**src/rtl/pbus_pkg.sv**
```systemverilog
package pbus_pkg;

  typedef enum logic [2:0] {
    ST_IDLE  = 3'd0,
    ST_SETUP = 3'd1,
    ST_ADDR  = 3'd2,
    ST_STRB  = 3'd3,
    ST_WAIT  = 3'd4,
    ST_CAPT  = 3'd5,
    ST_HOLD  = 3'd6
  } pbus_state_e;

  // Power-on timing values a register front end is expected to load.
  localparam int unsigned TM_MUX_DFLT   = 1;
  localparam int unsigned TM_HOLD_DFLT  = 1;
  localparam int unsigned TM_ADV_DFLT   = 1;
  localparam int unsigned TM_SETUP_DFLT = 4;
  localparam int unsigned TM_WE_DFLT    = 1;
  localparam int unsigned TM_OE_DFLT    = 1;
  localparam int unsigned TM_WAIT_DFLT  = 3;

endpackage

```
**src/rtl/pbus_phase_cnt.sv**
```systemverilog
module pbus_phase_cnt #(
  parameter int CNT_W = 8
) (
  input  logic             clk,
  input  logic             rst_n,
  input  logic             clr,
  output logic [CNT_W-1:0] cnt
);

  logic [CNT_W-1:0] cnt_d;

  // Saturating count of cycles spent in the current phase.
  always_comb begin
    if (clr)
      cnt_d = '0;
    else if (cnt != {CNT_W{1'b1}})
      cnt_d = cnt + 1'b1;
    else
      cnt_d = cnt;
  end

  always_ff @(posedge clk or negedge rst_n) begin
    if (!rst_n)
      cnt <= '0;
    else
      cnt <= cnt_d;
  end

endmodule

```
**src/rtl/pbus_seq.sv**
```systemverilog
module pbus_seq
  import pbus_pkg::*;
#(
  parameter int SHORT_W = 4,
  parameter int LONG_W  = 8
) (
  input  logic               clk,
  input  logic               rst_n,
  input  logic               start,
  input  logic               is_write,
  input  logic               cfg_mux,
  input  logic               cfg_rdy_early,
  input  logic               rdy_act,
  input  logic [SHORT_W-1:0] tm_mux,
  input  logic [SHORT_W-1:0] tm_hold,
  input  logic [SHORT_W-1:0] tm_adv,
  input  logic [SHORT_W-1:0] tm_setup,
  input  logic [SHORT_W-1:0] tm_we,
  input  logic [LONG_W-1:0]  tm_oe,
  input  logic [LONG_W-1:0]  tm_wait,
  output logic               idle,
  output logic               cs_act,
  output logic               adv_act,
  output logic               oe_act,
  output logic               we_act,
  output logic               addr_drv,
  output logic               data_drv,
  output logic               capture,
  output logic               done
);

  localparam int PAD_W = LONG_W - SHORT_W;

  pbus_state_e       st_q, st_d;
  logic [LONG_W-1:0] cnt;
  logic              clr;
  logic              done_d;
  logic              wait_go;
  logic              strb_on;
  logic [LONG_W-1:0] mux_x, hold_x, adv_x, setup_x, we_x;
  logic [LONG_W-1:0] addr_last, strb_last;

  assign mux_x   = {{PAD_W{1'b0}}, tm_mux};
  assign hold_x  = {{PAD_W{1'b0}}, tm_hold};
  assign adv_x   = {{PAD_W{1'b0}}, tm_adv};
  assign setup_x = {{PAD_W{1'b0}}, tm_setup};
  assign we_x    = {{PAD_W{1'b0}}, tm_we};

  // Last count of the address phase: the wider of the two windows when
  // multiplexed, the address-valid window otherwise.
  assign addr_last = (cfg_mux && (mux_x > adv_x)) ? mux_x : adv_x;
  assign strb_last = is_write ? we_x : tm_oe;

  assign wait_go = (st_q == ST_WAIT) && (cnt >= tm_wait) && rdy_act;

  pbus_phase_cnt #(.CNT_W(LONG_W)) u_cnt (
    .clk   (clk),
    .rst_n (rst_n),
    .clr   (clr),
    .cnt   (cnt)
  );

  always_comb begin
    st_d   = st_q;
    done_d = 1'b0;
    unique case (st_q)
      ST_IDLE:  if (start) st_d = ST_SETUP;
      ST_SETUP: if (cnt == setup_x) st_d = ST_ADDR;
      ST_ADDR:  if (cnt == addr_last) st_d = ST_STRB;
      ST_STRB:  if (cnt == strb_last) st_d = ST_WAIT;
      ST_WAIT:  if (wait_go) st_d = cfg_rdy_early ? ST_CAPT : ST_HOLD;
      ST_CAPT:  st_d = ST_HOLD;
      ST_HOLD: begin
        if (cnt == hold_x) begin
          st_d   = ST_IDLE;
          done_d = 1'b1;
        end
      end
      default:  st_d = ST_IDLE;
    endcase
  end

  assign clr = (st_d != st_q);

  always_ff @(posedge clk or negedge rst_n) begin
    if (!rst_n) begin
      st_q <= ST_IDLE;
      done <= 1'b0;
    end else begin
      st_q <= st_d;
      done <= done_d;
    end
  end

  // Output decode from registered state.
  assign strb_on  = (st_q == ST_STRB) || (st_q == ST_WAIT) || (st_q == ST_CAPT);
  assign idle     = (st_q == ST_IDLE);
  assign cs_act   = !idle && (st_q != ST_SETUP);
  assign adv_act  = (st_q == ST_ADDR) && (cnt <= adv_x);
  assign addr_drv = (st_q == ST_ADDR) && cfg_mux && (cnt <= mux_x);
  assign oe_act   = strb_on && !is_write;
  assign we_act   = strb_on && is_write;
  assign data_drv = is_write && (strb_on || (st_q == ST_HOLD));
  assign capture  = (wait_go && !cfg_rdy_early) || (st_q == ST_CAPT);

  p_oe_we_excl_r3: assert property (@(posedge clk) disable iff (!rst_n)
    !(oe_act && we_act));

  p_setup_len_r1: assert property (@(posedge clk) disable iff (!rst_n)
    (st_q == ST_SETUP && cnt < setup_x) |=> (st_q == ST_SETUP));

  p_wait_min_r4: assert property (@(posedge clk) disable iff (!rst_n)
    (st_q == ST_WAIT && cnt < tm_wait) |=> (st_q == ST_WAIT));

  p_hold_len_r6: assert property (@(posedge clk) disable iff (!rst_n)
    (st_q == ST_HOLD && cnt < hold_x) |=> (st_q == ST_HOLD && cs_act));

  p_capt_once_r5: assert property (@(posedge clk) disable iff (!rst_n)
    (st_q == ST_CAPT) |=> (st_q == ST_HOLD));

endmodule

```
**src/rtl/pbus_datapath.sv**
```systemverilog
module pbus_datapath #(
  parameter int ADDR_W = 28,
  parameter int DATA_W = 32,
  parameter int LANE_W = 16
) (
  input  logic                       clk,
  input  logic                       rst_n,
  input  logic                       accept,
  input  logic                       req_write,
  input  logic [ADDR_W-1:0]          req_addr,
  input  logic [DATA_W-1:0]          req_wdata,
  input  logic [DATA_W/8-1:0]        req_be,
  input  logic                       cfg_wide,
  input  logic                       capture,
  input  logic                       addr_drv,
  input  logic                       data_drv,
  input  logic                       cs_act,
  input  logic [DATA_W-1:0]          bus_d_in,
  output logic                       lat_write,
  output logic [ADDR_W-1:0]          bus_addr,
  output logic [DATA_W/8-1:0]        bus_be_n,
  output logic [DATA_W-1:0]          bus_d_out,
  output logic [DATA_W/LANE_W-1:0]   bus_d_oe,
  output logic [DATA_W-1:0]          rsp_rdata
);

  localparam int LANES = DATA_W / LANE_W;
  localparam int BE_W  = DATA_W / 8;
  localparam int BPL   = LANE_W / 8;
  localparam int PAD_W = DATA_W - ADDR_W;

  logic [ADDR_W-1:0] addr_q, addr_d;
  logic [DATA_W-1:0] wdat_q, wdat_d;
  logic [BE_W-1:0]   be_q, be_d;
  logic              wr_q, wr_d;
  logic [DATA_W-1:0] rdat_q, rdat_d;
  logic [DATA_W-1:0] addr_ext;
  logic [LANES-1:0]  lane_en;

  assign addr_ext = {{PAD_W{1'b0}}, addr_q};

  // Request capture, with an explicit load enable.
  always_comb begin
    addr_d = addr_q;
    wdat_d = wdat_q;
    be_d   = be_q;
    wr_d   = wr_q;
    if (accept) begin
      addr_d = req_addr;
      wdat_d = req_wdata;
      be_d   = req_be;
      wr_d   = req_write;
    end
  end

  always_ff @(posedge clk or negedge rst_n) begin
    if (!rst_n) begin
      addr_q <= '0;
      wdat_q <= '0;
      be_q   <= '0;
      wr_q   <= 1'b0;
      rdat_q <= '0;
    end else begin
      addr_q <= addr_d;
      wdat_q <= wdat_d;
      be_q   <= be_d;
      wr_q   <= wr_d;
      rdat_q <= rdat_d;
    end
  end

  for (genvar l = 0; l < LANES; l++) begin : g_lane
    localparam int LO = l * LANE_W;
    localparam int BO = l * BPL;

    if (l == 0) begin : g_base
      assign lane_en[l] = 1'b1;
    end else begin : g_upper
      assign lane_en[l] = cfg_wide;
    end

    assign bus_d_out[LO +: LANE_W] = addr_drv ? addr_ext[LO +: LANE_W]
                                              : wdat_q[LO +: LANE_W];
    assign bus_d_oe[l]             = lane_en[l] && (addr_drv || data_drv);
    assign bus_be_n[BO +: BPL]     = ~(be_q[BO +: BPL] & {BPL{lane_en[l] && cs_act}});

    always_comb begin
      if (capture)
        rdat_d[LO +: LANE_W] = lane_en[l] ? bus_d_in[LO +: LANE_W] : '0;
      else
        rdat_d[LO +: LANE_W] = rdat_q[LO +: LANE_W];
    end
  end

  assign lat_write = wr_q;
  assign bus_addr  = addr_q;
  assign rsp_rdata = rdat_q;

  p_dout_owner_r9: assert property (@(posedge clk) disable iff (!rst_n)
    (bus_d_oe != '0) |-> cs_act);

  p_narrow_lane_r8: assert property (@(posedge clk) disable iff (!rst_n)
    !cfg_wide |-> (bus_d_oe[LANES-1:1] == '0));

endmodule

```
**src/rtl/pbus_master.sv**
```systemverilog
module pbus_master #(
  parameter int ADDR_W  = 28,
  parameter int DATA_W  = 32,
  parameter int LANE_W  = 16,
  parameter int SHORT_W = 4,
  parameter int LONG_W  = 8
) (
  input  logic                     clk,
  input  logic                     rst_n,
  input  logic                     req_valid,
  output logic                     req_ready,
  input  logic                     req_write,
  input  logic [ADDR_W-1:0]        req_addr,
  input  logic [DATA_W-1:0]        req_wdata,
  input  logic [DATA_W/8-1:0]      req_be,
  output logic                     rsp_done,
  output logic [DATA_W-1:0]        rsp_rdata,
  input  logic                     cfg_wide,
  input  logic                     cfg_mux,
  input  logic                     cfg_rdy_early,
  input  logic                     cfg_rdy_hi,
  input  logic                     cfg_adv_hi,
  input  logic                     cfg_strb_hi,
  input  logic                     cfg_cs_hi,
  input  logic [SHORT_W-1:0]       tm_mux,
  input  logic [SHORT_W-1:0]       tm_hold,
  input  logic [SHORT_W-1:0]       tm_adv,
  input  logic [SHORT_W-1:0]       tm_setup,
  input  logic [SHORT_W-1:0]       tm_we,
  input  logic [LONG_W-1:0]        tm_oe,
  input  logic [LONG_W-1:0]        tm_wait,
  output logic                     bus_cs,
  output logic                     bus_adv,
  output logic                     bus_oe,
  output logic                     bus_we,
  output logic [ADDR_W-1:0]        bus_addr,
  output logic [DATA_W/8-1:0]      bus_be_n,
  output logic [DATA_W-1:0]        bus_d_out,
  output logic [DATA_W/LANE_W-1:0] bus_d_oe,
  input  logic [DATA_W-1:0]        bus_d_in,
  input  logic                     bus_rdy
);

  logic idle, cs_act, adv_act, oe_act, we_act;
  logic addr_drv, data_drv, capture, lat_write;
  logic accept, rdy_act;

  assign req_ready = idle;
  assign accept    = req_valid && idle;
  assign rdy_act   = cfg_rdy_hi ? bus_rdy : !bus_rdy;

  pbus_seq #(.SHORT_W(SHORT_W), .LONG_W(LONG_W)) u_seq (
    .clk           (clk),
    .rst_n         (rst_n),
    .start         (accept),
    .is_write      (lat_write),
    .cfg_mux       (cfg_mux),
    .cfg_rdy_early (cfg_rdy_early),
    .rdy_act       (rdy_act),
    .tm_mux        (tm_mux),
    .tm_hold       (tm_hold),
    .tm_adv        (tm_adv),
    .tm_setup      (tm_setup),
    .tm_we         (tm_we),
    .tm_oe         (tm_oe),
    .tm_wait       (tm_wait),
    .idle          (idle),
    .cs_act        (cs_act),
    .adv_act       (adv_act),
    .oe_act        (oe_act),
    .we_act        (we_act),
    .addr_drv      (addr_drv),
    .data_drv      (data_drv),
    .capture       (capture),
    .done          (rsp_done)
  );

  pbus_datapath #(.ADDR_W(ADDR_W), .DATA_W(DATA_W), .LANE_W(LANE_W)) u_dp (
    .clk       (clk),
    .rst_n     (rst_n),
    .accept    (accept),
    .req_write (req_write),
    .req_addr  (req_addr),
    .req_wdata (req_wdata),
    .req_be    (req_be),
    .cfg_wide  (cfg_wide),
    .capture   (capture),
    .addr_drv  (addr_drv),
    .data_drv  (data_drv),
    .cs_act    (cs_act),
    .bus_d_in  (bus_d_in),
    .lat_write (lat_write),
    .bus_addr  (bus_addr),
    .bus_be_n  (bus_be_n),
    .bus_d_out (bus_d_out),
    .bus_d_oe  (bus_d_oe),
    .rsp_rdata (rsp_rdata)
  );

  // Pin polarity: a set bit makes the pin active high.
  assign bus_cs  = cfg_cs_hi   ? cs_act  : !cs_act;
  assign bus_adv = cfg_adv_hi  ? adv_act : !adv_act;
  assign bus_oe  = cfg_strb_hi ? oe_act  : !oe_act;
  assign bus_we  = cfg_strb_hi ? we_act  : !we_act;

  p_idle_quiet_r10: assert property (@(posedge clk) disable iff (!rst_n)
    req_ready |-> (!cs_act && bus_d_oe == '0));

  p_done_pulse_r6: assert property (@(posedge clk) disable iff (!rst_n)
    rsp_done |=> !rsp_done);

  p_done_idle_r6: assert property (@(posedge clk) disable iff (!rst_n)
    rsp_done |-> req_ready);

  p_adv_in_cs_r2: assert property (@(posedge clk) disable iff (!rst_n)
    adv_act |-> cs_act);

endmodule

```
**config.mk**
```make
export PLATFORM = sky130hd
export DESIGN_NAME = pbus_master
export DESIGN_NICKNAME = d
export VERILOG_FILES = /design/src/rtl/pbus_pkg.sv /design/src/rtl/pbus_phase_cnt.sv /design/src/rtl/pbus_seq.sv /design/src/rtl/pbus_datapath.sv /design/src/rtl/pbus_master.sv
export SDC_FILE = /design/constraint.sdc
export NUM_CORES = 1
export LEC_CHECK = 0
export ABC_AREA = 0
export BUFFER_PORTS_ARGS = -buffer_cell sky130_fd_sc_hd__buf_2
export CAP_MARGIN = 20
export CORE_MARGIN = 3
export CORE_UTILIZATION = 46
export CTS_BUF_LIST = sky130_fd_sc_hd__clkbuf_8
export DETAILED_ROUTE_END_ITERATION = 12
export PLACE_DENSITY = 0.89
export SLEW_MARGIN = 40
export SYNTH_ARGS = -nofsm -noshare
export SYNTH_HDL_FRONTEND = slang
export SYNTH_SLANG_ARGS = --single-unit
export TNS_END_PERCENT = 50
```
**constraint.sdc**
```tcl
create_clock -name clk -period 6.28 [get_ports clk]
set_input_delay 0.628 -clock clk [delete_from_list [all_inputs] [get_ports clk]]
set_output_delay 0.628 -clock clk [all_outputs]
set_load 0.01 [all_outputs]
```
==> flow_metrics.tcl <==
set metrics [dict create \
    dpl.hpwl_um 11100 \
    crit_path_end_kind "output port" \
    cts-resized-gates 0 \
    setup_tns_ns 0 \
    yosysWarnings 0 \
    routed_wl_um 14500 \
    via_per_inst 5.15 \
    hold_viol_final 0 \
    pin_count 248 \
    synth_fa_ha_area_share_pct 4.56 \
    max_freq_ghz 0.251 \
    gp_congestion 0.886 \
    wl_met2_um 7450 \
    min_period_over_period_pct 63.3 \
    slew_viol_final 0 \
    synth_area_um2 5770 \
    synth_area_leaders "dfrtp_1 47%, mux2_2 21%, ha_1 4.6%, nand2_1 3.4%, xnor2_1 2.7%" \
    synth_edf_count 0 \
    p_per_area_nw_per_um2 391 \
    hold_buffers 0 \
    grt_pass1_vias 4913 \
    ff2ff_path_depth 8 \
    post_cts_buffers 0 \
    area_growth_syn_to_layout_pct 27.1 \
    synth_top_family_by_area "multiplexers" \
    cp_common_cell "o21a_1" \
    grt_usage_pct 20.9 \
    final_cell_mix "246 x buf_2, 109 x mux2_2, 109 x dfrtp_1" \
    drt-initial-drc-count 187 \
    finalCriticalPeriod_ns 3.98 \
    cts.sinks 109 \
    yosysTopAreaCell "dfrtp_1" \
    cts-buffers-inserted 9 \
    antenna_cells 0 \
    synthMuxAreaShare_pct 22.2 \
    hold_path.class "primary input to asynchronous set/reset pin" \
    clk_path_buf_depth 2 \
    row_count 40 \
    ys.flop_type "dfrtp_1" \
    vias 4714 \
    grt_max_degree 66 \
    synth_seq_cells 109 \
    worst_ep_required_time_ns 5.65 \
    antenna_found_initial 0 \
    synth-simple-area-share_pct 11.1 \
    rsz0062_at_grt "no" \
    critPathMaxStageDelay_ns 0.65 \
    synth_compound_area_share_pct 7.40 \
    holdWs_ns 0.248 \
    vdd_drop_max_uv 245 \
    core-area_um2 12100 \
    path_clk_slew_ns 0.12 \
    h-tree-depth 3 \
    cp.arrival_ns 3.35 \
    critPathBufInv 1 \
    die_area_um2 13900 \
    outcome "completed" \
    insertion_delay_ns 0.38 \
    max_cap_violations 0 \
    async_reset_ff_share_pct 100 \
    startpoint_type "flip-flop" \
    p_leak_nw 4.01 \
    ys_seq_area_share_pct 47.3 \
    postRouteAntennaNets 0 \
    cpLargestDelayFamily "simple AND/OR/NAND/NOR gates" \
    synthCells 511 \
    timing_worst_setup_path_type "flip-flop to output port" \
    tritoncts "built" \
    yosysUniqueCellTypes 51 \
    r2r-end "u_dp.rsp_rdata[6]$_DFFE_PN0P_" \
    overflow 0 \
    nets 907 \
    layout_commonest_cell "buf_2" \
    wl_met1_um 5990 \
    postSynthAreaPerCell_um2 11.3 \
    rr_startpoint "u_seq.u_cnt.cnt[0]$_DFFE_PN0P_" \
    slew_headroom_pct 45.9 \
    die_w_um 118 \
    die_y_um 118 \
    slowest_stage "dfrtp_1" \
    wl_per_cell_um 15.8 \
    grt_pass1_wl_um 23800 \
    synth-xor-area-share_pct 3.80 \
    initial_core_util_pct 47.6 \
    cts_root_buf "clkbuf_8" \
    syn-num-nets 676 \
    place_area_um2 7120 \
    drive_gt1_share_pct 51.9 \
    path_max_fanout 34 \
    drt-pass1-iter-count 4 \
    clock-skew-final_ns 0.0160 \
    fin_area_um2 7330 \
    top_layer "met4" \
    worstMarginPinSlew_ns 0.811 \
    cp_cell_sequence "ha_1 > nor2b_1 > o21a_1 > o21a_1 > o21ai_0 > nand3_2 > mux2_2 > buf_2" \
    setup_violations 0 \
    r2r_slack_ns 2.95 \
    portBuffers 247 \
    drc_errors 0 \
    wl_met3_um 836 \
    synth_top_area_share_pct 47.3 \
]
==> synthesized netlist by cell type, drive strengths merged, types with 2 or more instances <==
cell and count:
a211oi 4, a21o 3, a21oi 9, a221oi 2, a32oi 2, and2 7
and3 3, buf 11, clkbuf 19, dfrtp 109, ha 21, inv 21
mux2 109, mux2i 5, nand2 53, nand2b 5, nand3 11, nand4 3
nor2 18, nor2b 3, nor3 11, nor4 2, nor4b 3, o21a 4
o21ai 28, o31ai 2, or2 2, or3 2, xnor2 18, xor2 7
==> layout make-up <==
class / count / area, um2
clock inverters: 6 / 63.8
well taps: 168 / 210
multi-input cells: 351 / 2850
inverters: 21 / 78.8
fillers: 979 / 4780
clock buffers: 10 / 138
flip-flops and latches: 109 / 2730
repair buffers: 250 / 1260
==> per-stage QoR <==
step	total power [mW]	worst slack (ns)	utilization, %	instances
finish	2.86	2.30	60.5	915
detailed placement	2.45	2.58	58.8	899
CTS	2.89	2.28	60.5	915
global route	3.08	2.04	60.5	915
global placement	2.40	2.69	58.8	899
floorplan	1.98	3.41	-	511
==> power by group <==
group	switching [mW]	total (mW)	internal, mW
logic	0.563	1.22	0.653
registers	0.266	1.22	0.956
clock network	0.261	0.428	0.166
total	1.09	2.86	1.78
==> sequential cells by signal, indices dropped and copies added, names as in the netlist <==
name / flops
u_dp.rsp_rdata: 32
u_dp.be_q: 4
u_dp.lat_write: 1
u_seq.u_cnt.cnt: 8
u_dp.bus_addr: 28
u_seq.done: 1
u_seq.st_q: 3
u_dp.wdat_q: 32
==> per-layer routing <==
metal,GRT usage (%),vias to the layer above
li1,-,2252
met1,25.8,2272
met2,36.8,169
met3,4.42,21
met4,6.52,0
met5,0,-
==> how the worst max path moves through the flow <==
stage,startpoint,end,slack [ns],cells after the start
after global routing,u_seq.u_cnt.cnt[1]$_DFFE_PN0P_,bus_d_out[2],2.04,8
after global placement,tm_mux[1],bus_d_out[11],2.69,10
after CTS,u_seq.u_cnt.cnt[1]$_DFFE_PN0P_,bus_d_out[19],2.28,8
final,u_seq.u_cnt.cnt[1]$_DFFE_PN0P_,bus_d_out[13],2.30,8
after detailed placement,tm_mux[1],bus_d_out[19],2.58,10
after floorplan,tm_mux[1],bus_d_oe[1],3.41,9
==> kinds of logic after synthesis <==
| family | count (synthesis) |
|---|---|
| and+or+nand+nor | 128 |
| buffers and inverters | 51 |
| DFF | 109 |
| muxes | 114 |
| adders and majority gates | 21 |
| xor gates and xnor gates | 25 |
| AOI/OAI and AO/OA | 63 |
Note: power is estimated with default switching activity, not from simulation.
